## config.mk

```make
export PLATFORM = sky130hd
export DESIGN_NAME = vl_insn_splitter
export DESIGN_NICKNAME = d
export VERILOG_FILES = /design/src/rtl/vls_pkg.sv /design/src/rtl/vls_len_class.sv /design/src/rtl/vls_slot_merge.sv /design/src/rtl/vl_insn_splitter.sv
export SDC_FILE = /design/constraint.sdc
export NUM_CORES = 1
export LEC_CHECK = 0
export BUFFER_PORTS_ARGS = -buffer_cell sky130_fd_sc_hd__buf_2
export CAP_MARGIN = 40
export CELL_PAD_IN_SITES_DETAIL_PLACEMENT = 0
export CELL_PAD_IN_SITES_GLOBAL_PLACEMENT = 1
export CORE_ASPECT_RATIO = 1.4
export CORE_UTILIZATION = 40
export DETAILED_ROUTE_END_ITERATION = 10
export GPL_TIMING_DRIVEN = 1
export PLACE_DENSITY_LB_ADDON = 0.1
export SLEW_MARGIN = 20
export SYNTH_ARGS = -nofsm -noshare
export SYNTH_HDL_FRONTEND = slang
export SYNTH_SLANG_ARGS = --single-unit
```

## constraint.sdc

```tcl
create_clock -name clk -period 3.2 [get_ports clk]
set_clock_uncertainty 0.1 [all_clocks]
set_input_delay 0.64 -clock clk [delete_from_list [all_inputs] [get_ports clk]]
set_output_delay 0.64 -clock clk [all_outputs]
set_load 0.01 [all_outputs]
```

## src/rtl/vls_pkg.sv

```systemverilog
package vls_pkg;
    localparam int HW_W   = 16;
    localparam int MAX_HW = 5;
    localparam int PAY_W  = HW_W * MAX_HW;
    localparam int LEN_W  = $clog2(MAX_HW + 1);
    localparam int TAG_W  = 6;
endpackage

```

## src/rtl/vls_len_class.sv

```systemverilog
module vls_len_class
    import vls_pkg::*;
(
    input  logic [TAG_W-1:0] lead_bits,
    output logic [LEN_W-1:0] hw_count
);
    // lead_bits[TAG_W-1] is bit 15 of the first halfword
    always_comb begin
        if (lead_bits[5]) begin
            hw_count = LEN_W'(2);
        end else if (lead_bits[4:3] != 2'b11) begin
            hw_count = LEN_W'(1);
        end else if (lead_bits[2:1] != 2'b11) begin
            hw_count = LEN_W'(3);
        end else if (!lead_bits[0]) begin
            hw_count = LEN_W'(4);
        end else begin
            hw_count = LEN_W'(5);
        end
    end
endmodule

```

## src/rtl/vls_slot_merge.sv

```systemverilog
module vls_slot_merge
    import vls_pkg::*;
(
    input  logic [PAY_W-1:0] cur_buf,
    input  logic [LEN_W-1:0] slot_idx,
    input  logic             fresh,
    input  logic [HW_W-1:0]  new_hw,
    output logic [PAY_W-1:0] merged
);
    // slot 0 is the most significant halfword of the payload
    for (genvar s = 0; s < MAX_HW; s++) begin : g_slot
        localparam int HI = PAY_W - 1 - s * HW_W;
        assign merged[HI -: HW_W] =
            (slot_idx == LEN_W'(s)) ? new_hw :
            fresh                   ? '0     :
                                      cur_buf[HI -: HW_W];
    end
endmodule

```

## src/rtl/vl_insn_splitter.sv

```systemverilog
module vl_insn_splitter
    import vls_pkg::*;
#(
    parameter int                ADDR_W     = 32,
    parameter logic [ADDR_W-1:0] RESET_ADDR = '0
) (
    input  logic              clk,
    input  logic              rst_n,
    input  logic              flush,
    input  logic [ADDR_W-1:0] flush_addr,
    input  logic              hw_valid,
    output logic              hw_ready,
    input  logic [HW_W-1:0]   hw_data,
    output logic              ins_valid,
    input  logic              ins_ready,
    output logic [PAY_W-1:0]  ins_data,
    output logic [LEN_W-1:0]  ins_len,
    output logic [ADDR_W-1:0] ins_addr
);
    localparam logic [ADDR_W-1:0] STEP = ADDR_W'(HW_W / 8);

    typedef struct packed {
        logic [PAY_W-1:0]  gbuf;
        logic [LEN_W-1:0]  gcnt;
        logic [LEN_W-1:0]  glen;
        logic [ADDR_W-1:0] gaddr;
        logic [ADDR_W-1:0] naddr;
        logic              ovld;
        logic [PAY_W-1:0]  odata;
        logic [LEN_W-1:0]  olen;
        logic [ADDR_W-1:0] oaddr;
    } st_t;

    st_t q, d;

    logic [LEN_W-1:0] cls_len;
    logic [LEN_W-1:0] cur_len;
    logic [PAY_W-1:0] merged;
    logic             first_hw;
    logic             out_free;
    logic             take;

    vls_len_class u_class (
        .lead_bits (hw_data[HW_W-1 -: TAG_W]),
        .hw_count  (cls_len)
    );

    vls_slot_merge u_merge (
        .cur_buf  (q.gbuf),
        .slot_idx (q.gcnt),
        .fresh    (first_hw),
        .new_hw   (hw_data),
        .merged   (merged)
    );

    assign first_hw = (q.gcnt == '0);
    assign cur_len  = first_hw ? cls_len : q.glen;
    assign out_free = !q.ovld || ins_ready;
    assign hw_ready = !flush && out_free;
    assign take     = hw_valid && hw_ready;

    always_comb begin
        d = q;
        if (q.ovld && ins_ready) begin
            d.ovld = 1'b0;
        end
        if (take) begin
            d.gbuf  = merged;
            d.naddr = q.naddr + STEP;
            if (first_hw) begin
                d.gaddr = q.naddr;
                d.glen  = cls_len;
            end
            if (LEN_W'(q.gcnt + 1'b1) == cur_len) begin
                d.ovld  = 1'b1;
                d.odata = merged;
                d.olen  = cur_len;
                d.oaddr = first_hw ? q.naddr : q.gaddr;
                d.gcnt  = '0;
            end else begin
                d.gcnt  = LEN_W'(q.gcnt + 1'b1);
            end
        end
        if (flush) begin
            d.gcnt  = '0;
            d.gbuf  = '0;
            d.ovld  = 1'b0;
            d.naddr = flush_addr;
        end
    end

    always_ff @(posedge clk) begin
        if (!rst_n) begin
            q       <= '0;
            q.naddr <= RESET_ADDR;
        end else begin
            q <= d;
        end
    end

    assign ins_valid = q.ovld;
    assign ins_data  = q.odata;
    assign ins_len   = q.olen;
    assign ins_addr  = q.oaddr;
endmodule

```

==> results of run 1 <==
## flip-flops by register name, indices dropped and copies added (netlist names)
register	count
ins_valid	1
ins_addr	32
q	150
ins_data	80
ins_len	3
## layer usage
| layer | track usage (%) | vias to the layer above |
|---|---|---|
| li1 | - | 5446 |
| met1 | 25.87 | 5073 |
| met2 | 37.95 | 239 |
| met3 | 2.589 | 54 |
| met4 | 7.680 | 0 |
| met5 | 0 | - |
## cell type report
| cell class | instances | area (um2) |
|---|---|---|
| Clock buffer | 37 | 775.7 |
| Fill cell | 3383 | 17950 |
| Inverter | 29 | 108.9 |
| Clock inverter | 15 | 237.7 |
| Timing Repair Buffer | 215 | 1297 |
| Multi-Input combinational cell | 1128 | 6153 |
| Tap cell | 440 | 550.5 |
| Sequential cell | 266 | 5325 |
## stage by stage
step / total power [mW] / instances / setup WS, ns
detailed placement: 4.150 / 2078 / 0.3023
floorplan: 3.934 / 1680 / 0.2763
CTS: 7.767 / 2130 / 0.2735
global route: 7.951 / 2130 / 0.04862
finish: 7.645 / 2130 / 0.3004
global placement: 4.147 / 2077 / 0.3169
## power by group
part	switching [mW]	internal (mW)	total, mW
combinational	0.434	0.201	0.634
clock	1.39	2.19	3.58
sequential	0.0617	3.37	3.43
## cell usage after synthesis (all sizes together), types with 2 or more instances
cell      n  area [um2]
nand2   532        1997
dfxtp   266        5325
buf     146        1192
mux2i   123        1231
clkbuf  111       417.9
a21oi    84       420.4
nor2     77       289.0
o21ai    58       290.3
a22oi    48       360.4
a22o     32       280.3
inv      29       108.9
nand4    29       187.7
nand3    25       125.1
xnor2    19       166.4
nor4     16       121.4
a211oi   12       90.09
nor3      9       45.04
and2      7       43.79
and3      7       43.79
ha        6       75.07
mux2      4       45.04
a31oi     3       18.77
nand2b    3       21.27
nor2b     3       18.77
or2       3       18.77
a21o      2       15.01
a311oi    2       17.52
and4      2       17.52
nor4b     2       23.77
o211ai    2       15.01
o21a      2       15.01
or4       2       15.01
xor2      2       17.52
## cell usage in the layout, fill, tap and decap left out, types with 28 or more instances in the layout
master	Yosys	layout
a21oi_1	84	84
buf_4	117	38
o21ai_0	55	55
a22oi_1	48	48
a22o_1	32	32
inv_1	29	28
nand4_1	28	28
clkbuf_16	0	29
nand2_1	532	531
nor2_1	77	76
buf_2	2	168
dfxtp_1	266	266
mux2i_1	123	123
## worst register-to-register path: stages, from the launching register on
cell	delay, ns
dfxtp_1	0.38
ha_1	0.23
ha_1	0.33
o21bai_1	0.18
or4_1	0.38
and3_1	0.22
nor4_4	0.38
buf_4	0.23
buf_12	0.19
mux2i_1	0.21
## kinds of logic (layout without fill, tap and decap cells)
| family | after synthesis | in the layout |
|---|---|---|
| AND/OR/NAND/NOR | 721 | 721 |
| buffers and inverters | 286 | 296 |
| flip-flops | 266 | 266 |
| AO/OA/AOI/OAI | 253 | 253 |
| multiplexers | 127 | 127 |
| XOR/XNOR | 21 | 21 |
| adder cells (fa/ha/maj) | 6 | 6 |
## final timing paths
path | endpoint | depth (start not counted) | slack (ns) | startpoint
worst max-delay path | ins_data[58] | 9 | 0.30 | q[183]
worst min-delay path | q[130] | 3 | 0.23 | flush_addr[14]
worst max register to register | ins_data[58] | 9 | 0.30 | q[183]
worst min register to register | ins_data[34] | 2 | 0.35 | ins_data[34]
==> results.yml, run 1 <==
run_status:
  status: "completed"
clocking:
  cts_buffers: 28
  cts_setup_buffers: 0
  cts.sinks: 266
  clkTransAtPathRegs_ns: 0.06
  clock_latency_ns: 0.55
  hold_buffers: 0
  ctsLongestPathBuffers: 3
  cts_max_level: 1
  cts_tree: "built"
  ctsResizeCount: 0
  root_buffer: "clkbuf_16"
route:
  vias_per_cell: 5.076
  firstDrtPassIters: 5
  ant_nets: 0
  vias: 10810
  post_drt_wl_per_cell_um: 16.70
  top_layer_used: "met4"
  drtIter0Drc: 749
  drt-met1-wl_um: 15380
  route.met2.wl_um: 17770
  drc: 0
  wl_um: 35560
  met3_length_um: 1375
critical_path:
  crit_chain: "ha_1 -> ha_1 -> o21bai_1 -> or4_1 -> and3_1 -> nor4_4 -> buf_4 -> buf_12 -> mux2i_1"
  path_max_fanout: 20
  cp-end-kind: "flop"
  start_kind: "flop"
  crit_path_top_delay_cell: "dfxtp_1"
  max_stage_delay_ns: 0.38
  critPathArrivalTime_ns: 3.28
  required_ns: 3.58
  critPathTopFamily: "simple AND/OR/NAND/NOR gates"
  path_buf_inv: 2
  crit_top_cell: "ha_1"
  timing_worst_setup_path_type: "reg2reg"
floorplanning:
  rows: 78
  die-area_um2: 33690
  die_h_um: 216.8
  initial_core_util_pct: 40.67
  io_pins: 170
  die_x_um: 155.4
  core_area_um2: 32400
global_routing:
  grt-ovfl-total: 0
  grt_pass1_wl_um: 57170
  grt_pass1_vias: 10430
  grt_max_degree: 91
  grt_use_total_pct: 21.22
  antenna_found_initial: 0
pwr:
  max-vdd-ir-drop_uv: 252.3
  power_density_nw_per_um2: 529.1
  p_leak_nw: 5.400
sta:
  worst_pin_slew_ns: 0.7537
  fmax_mhz: 344.9
  hold_viol: 0
  period_share_pct: 90.61
  finalSetupViolations: 0
  rsz0062_at_grt: "no"
  period_minus_slack_ns: 2.900
  fin_setup_tns_ns: 0
  slew-limit-headroom_pct: 49.75
  hold_slack_ns: 0.2282
  report.final.slew_viol_count: 0
synthesis:
  avgSynthCellArea_um2: 7.845
  yosys.area_share.simple_pct: 22.80
  synth_warnings: 0
  synth_top_family_by_area: "simple AND/OR/NAND/NOR gates"
  synth_cells: 1680
  seq_area_frac_synth_pct: 40.41
  synthAdderAreaFrac_pct: 0.5696
  synth-xor-area-share_pct: 1.396
  mappedNetlistArea_um2: 13180
  muxShareOfSynthArea_pct: 9.684
  synth-edff-count: 0
  synth_nets: 1739
  synth.distinct_cells: 57
  synth_seq_cells: 266
  synth-compound-area-share_pct: 12.10
  synthFlopType: "dfxtp_1"
  async_reset_ff_share_pct: 0
worst_hold_path:
  hold_class: "in2reg"
finish:
  nets: 1727
  post-route-util_pct: 44.59
  drive_gt1_share_pct: 16.51
  diodes: 0
  final_area_um2: 14450
  syn_to_final_growth_pct: 9.637
place:
  hpwl_um: 23350
  globalplace.congestion: 0.7923
  placed_area_um2: 13440
  portBuffers: 169
job:
  drv_cap: 0
Power figures use the tool's default switching activity.
==> run 2, diff against run 1 <==
--- a/config.mk
+++ b/config.mk
@@ -13,6 +13,7 @@
 export CORE_UTILIZATION = 40
 export DETAILED_ROUTE_END_ITERATION = 10
 export GPL_TIMING_DRIVEN = 1
+export MAX_ROUTING_LAYER = met4
 export PLACE_DENSITY_LB_ADDON = 0.1
 export SLEW_MARGIN = 20
 export SYNTH_ARGS = -nofsm -noshare
==> run 2 against run 1 <==
Net effect: sequential share of layout area unchanged; die area is the same; core utilization unchanged; combinational power about the same; fmax down 0.51%; clock-buffer cell count unchanged; non-clock buffer count unchanged; critical endpoint unchanged; global-route usage up 0.64 points; first-iteration DRC count decreased by 5.9%; final cell count did not move.
==> results.yml, run 2 (synthesized netlist as in run 1, its figures left out) <==
place:
  placed_area_um2: 13440
  hpwl_um: 23350
  globalplace.congestion: 0.8035
  portBuffers: 169
sta:
  worst_pin_slew_ns: 0.7480
  report.final.slew_viol_count: 0
  hold_viol: 0
  fmax_mhz: 343.1
  rsz0062_at_grt: "no"
  fin_setup_tns_ns: 0
  period_share_pct: 91.08
  finalSetupViolations: 0
  period_minus_slack_ns: 2.915
  slew-limit-headroom_pct: 50.13
finish:
  final_area_um2: 14450
  regMostFlops: "q"
  layout_commonest_cell: "nand2_1"
  layout_common_cells: "nand2_1 (531), dfxtp_1 (266), buf_2 (168)"
  diodes: 0
  nets: 1727
  drive_gt1_share_pct: 16.51
  syn_to_final_growth_pct: 9.637
  largest_register_ff_count: 150
global_routing:
  grt_use_total_pct: 21.86
  antenna_found_initial: 0
  grt_max_degree: 91
  grt_pass1_wl_um: 57230
  grt_pass1_vias: 10430
  grt-ovfl-total: 0
clocking:
  ctsResizeCount: 0
  cts_tree: "built"
  cts_setup_buffers: 0
  cts.sinks: 266
  ctsLongestPathBuffers: 3
  cts_max_level: 1
  cts_buffers: 28
  clkTransAtPathRegs_ns: 0.06
  hold_buffers: 0
  root_buffer: "clkbuf_16"
  clock_latency_ns: 0.55
floorplanning:
  rows: 78
  die-area_um2: 33690
  core_area_um2: 32400
  initial_core_util_pct: 40.67
  die_h_um: 216.8
  die_x_um: 155.4
  io_pins: 170
route:
  vias_per_cell: 5.047
  ant_nets: 0
  drtIter0Drc: 705
  post_drt_wl_per_cell_um: 16.73
  vias: 10750
  firstDrtPassIters: 5
  drc: 0
  wl_um: 35630
job:
  drv_cap: 0
pwr:
  power_density_nw_per_um2: 529.5
  p_leak_nw: 5.400
  max-vdd-ir-drop_uv: 251.5
critical_path:
  required_ns: 3.58
  path_max_fanout: 20
  r2r_slack_ns: 0.29
  cp-end-kind: "flop"
  r2r-start: "q[183]"
  start_kind: "flop"
  reg2reg_depth: 9
  timing_worst_setup_path_type: "reg2reg"
  critPathArrivalTime_ns: 3.29
  r2r_end: "ins_data[58]"
worst_hold_path:
  hp-start: "flush_addr[14]"
  hold_class: "in2reg"
  min_to: "q[130]"
  min_path_cells: 3
run_status:
  status: "completed"
==> run 2: area by class of cell <==
class / count / area (um2)
well taps: 440 / 550.5
inverters: 29 / 108.9
multi-input cells: 1128 / 6153
fillers: 3383 / 17950
repair buffers: 215 / 1297
clock buffers: 37 / 775.7
clock inverters: 15 / 237.7
flip-flops and latches: 266 / 5325
==> run 2: layer usage <==
layer	wire length, um	GRT usage [%]
met4	1062	7.680
met3	1374	2.509
met5	0	-
met2	17820	38.01
met1	15370	25.92
==> run 2: stage by stage <==
stage / utilization (%) / cells / hold slack (ns) / power (mW) / setup slack [ns]
floorplan: - / 1680 / 0.3351 / 3.934 / 0.2763
global placement: 41.42 / 2077 / 0.3399 / 4.147 / 0.3169
detailed placement: 41.47 / 2078 / 0.3431 / 4.150 / 0.3023
CTS: 44.59 / 2130 / 0.2054 / 7.767 / 0.2735
global route: 44.59 / 2130 / 0.2419 / 7.956 / 0.04862
finish: 44.59 / 2130 / 0.2235 / 7.650 / 0.2855
==> run 2: worst max-delay path, cell delays in order (launching register included) <==
cell	delay (ns)
dfxtp_1	0.38
ha_1	0.23
ha_1	0.33
o21bai_1	0.18
or4_1	0.39
and3_1	0.23
nor4_4	0.38
buf_4	0.23
buf_12	0.19
mux2i_1	0.19
==> run 2: worst max path at each step <==
stage          slack, ns  cells after the start         from      endpoint
2_1_floorplan       0.28                     11       q[185]  ins_addr[10]
3_3_place_gp        0.32                      8  hw_data[12]  ins_data[59]
3_5_place_dp        0.30                     10       q[183]   ins_data[0]
4_1_cts             0.27                     10       q[183]   ins_data[0]
5_1_grt             0.05                     10       q[183]  ins_data[61]
6_report            0.29                      9       q[183]  ins_data[58]
==> run 2: power breakdown <==
group	total [mW]	internal [mW]	switching (mW)
combinational	0.635	0.201	0.434
clock	3.58	2.19	1.39
sequential	3.43	3.37	0.0618
==> run 3, diff against run 2 <==
--- a/config.mk
+++ b/config.mk
@@ -12,9 +12,8 @@
 export CORE_ASPECT_RATIO = 1.4
 export CORE_UTILIZATION = 40
 export DETAILED_ROUTE_END_ITERATION = 10
-export GPL_TIMING_DRIVEN = 1
 export MAX_ROUTING_LAYER = met4
-export PLACE_DENSITY_LB_ADDON = 0.1
+export PLACE_DENSITY_LB_ADDON = 0.15
 export SLEW_MARGIN = 20
 export SYNTH_ARGS = -nofsm -noshare
 export SYNTH_HDL_FRONTEND = slang
==> run 3 against run 2 <==
Net effect: critical path depth unchanged; first-iteration DRC count is 5.2% lower; cell area decreased by 0.79%; sequential cell count did not move; sequential power barely moved; via count rose by 0.18%; power decreased by 3.5%; critical path type unchanged; largest cell class unchanged.
==> results.yml, run 3 (synthesized netlist as in run 1, its figures left out) <==
route:
  wl_um: 35900
  ant_nets: 0
  drc: 0
  vias: 10770
  post_drt_wl_per_cell_um: 16.89
  firstDrtPassIters: 5
  drtIter0Drc: 668
  vias_per_cell: 5.065
place:
  hpwl_um: 23800
  globalplace.congestion: 0.8090
  portBuffers: 169
global_routing:
  grt_busiest_layer: "met2"
  grt_max_degree: 119
  grt_use_total_pct: 21.64
  grt-ovfl-total: 0
  use_met3_pct: 2.111
  use_met2_pct: 37.76
  grt_pass1_vias: 10180
  antenna_found_initial: 0
  grt_pass1_wl_um: 56240
  grt_use_met1_pct: 25.69
clocking:
  clkTransAtPathRegs_ns: 0.06
  cts_max_level: 1
  clock_latency_ns: 0.55
  cts_tree: "built"
  ctsLongestPathBuffers: 3
  cts.sinks: 266
  root_buffer: "clkbuf_16"
  cts_buffers: 29
  hold_buffers: 0
pwr:
  max-vdd-ir-drop_uv: 294.4
  power.total_mw: 7.380
  p_leak_nw: 5.350
  power_density_nw_per_um2: 514.8
floorplanning:
  die-area_um2: 33690
  core_area_um2: 32400
  die_x_um: 155.4
  io_pins: 170
  die_h_um: 216.8
  initial_core_util_pct: 40.67
  rows: 78
finish:
  largest_register_ff_count: 150
  layout_common_cells: "nand2_1 (531), dfxtp_1 (266), buf_2 (168)"
  post-route-util_pct: 44.24
  drive_gt1_share_pct: 16.25
  syn_to_final_growth_pct: 8.772
  diodes: 0
  nets: 1725
  layout_commonest_cell: "nand2_1"
  regMostFlops: "q"
critical_path:
  critPathArrivalTime_ns: 3.38
  cp-end-kind: "flop"
  path_max_fanout: 31
  start_kind: "flop"
  timing_worst_setup_path_type: "reg2reg"
  required_ns: 3.57
sta:
  fin_setup_tns_ns: 0
  report.final.slew_viol_count: 0
  finalSetupViolations: 0
  hold_viol: 0
  worst_pin_slew_ns: 0.7991
  fmax_mhz: 332.6
  rsz0062_at_grt: "no"
  period_share_pct: 93.96
  slew-limit-headroom_pct: 46.67
  period_minus_slack_ns: 3.007
run_status:
  status: "completed"
job:
  drv_cap: 0
worst_hold_path:
  hold_class: "in2reg"
-- run 3: cell types whose count changed in the layout (fill, tap and decap cells not counted), moves of 2 or more --
cell and change:
bufinv_16 -4, clkbuf_8 +4, buf_4 -3, clkbuf_1 +2, clkinv_4 -2, clkinvlp_4 -2
-- run 3: worst paths after layout --
check	end	from	cells after the start	slack, ns
max reg2reg	ins_data[1]	q[183]	9	0.19
max	ins_data[1]	q[183]	9	0.19
min	q[130]	flush_addr[14]	3	0.22
min reg2reg	ins_data[38]	ins_data[38]	2	0.35
-- run 3: layout make-up --
cell class                      instances  area (um2)
Sequential cell                       266        5325
Inverter                               29       108.9
Multi-Input combinational cell       1128        6156
Clock inverter                          8       90.09
Fill cell                            3376       18070
Clock buffer                           43       838.3
Tap cell                              440       550.5
Timing Repair Buffer                  212        1266
-- run 3: repair_timing --
action	4_1_cts	5_1_grt
gates resized for setup	0	1
setup endpoints to repair	0	4
buffers inserted	0	0
-- run 3: critical path, stage by stage (launching register included) --
cell      delay, ns
dfxtp_1        0.32
inv_1          0.13
ha_1           0.29
and2b_2        0.22
buf_12         0.20
a21oi_1        0.06
a2111o_1       0.39
nor4_4         0.45
buf_4          0.48
mux2i_1        0.25
-- run 3: routing by layer --
metal	vias up	part of all wire (%)	wire, um
li1	5431	-	-
met3	60	4.0	1454
met5	-	0	0
met4	0	3.1	1120
met2	270	50	17900
met1	5008	43	15420
-- run 3: power breakdown --
part | switching (mW) | leakage [nW] | total [mW] | internal (mW)
clock | 1.36 | 0.462 | 3.31 | 1.96
sequential | 0.0597 | 2.15 | 3.43 | 3.37
combinational | 0.436 | 2.74 | 0.636 | 0.201
-- run 3: per-stage QoR --
stage | cells | hold WS, ns | setup WS [ns] | cell area, um2
6_report | 2126 | 0.2197 | 0.1932 | 14340
5_1_grt | 2126 | 0.2212 | 0.03269 | 14340
2_1_floorplan | 1680 | 0.3351 | 0.2763 | 13180
3_3_place_gp | 2072 | 0.3394 | 0.1027 | 13360
3_5_place_dp | 2075 | 0.3445 | 0.06083 | 13400
4_1_cts | 2126 | 0.2022 | 0.1372 | 14330
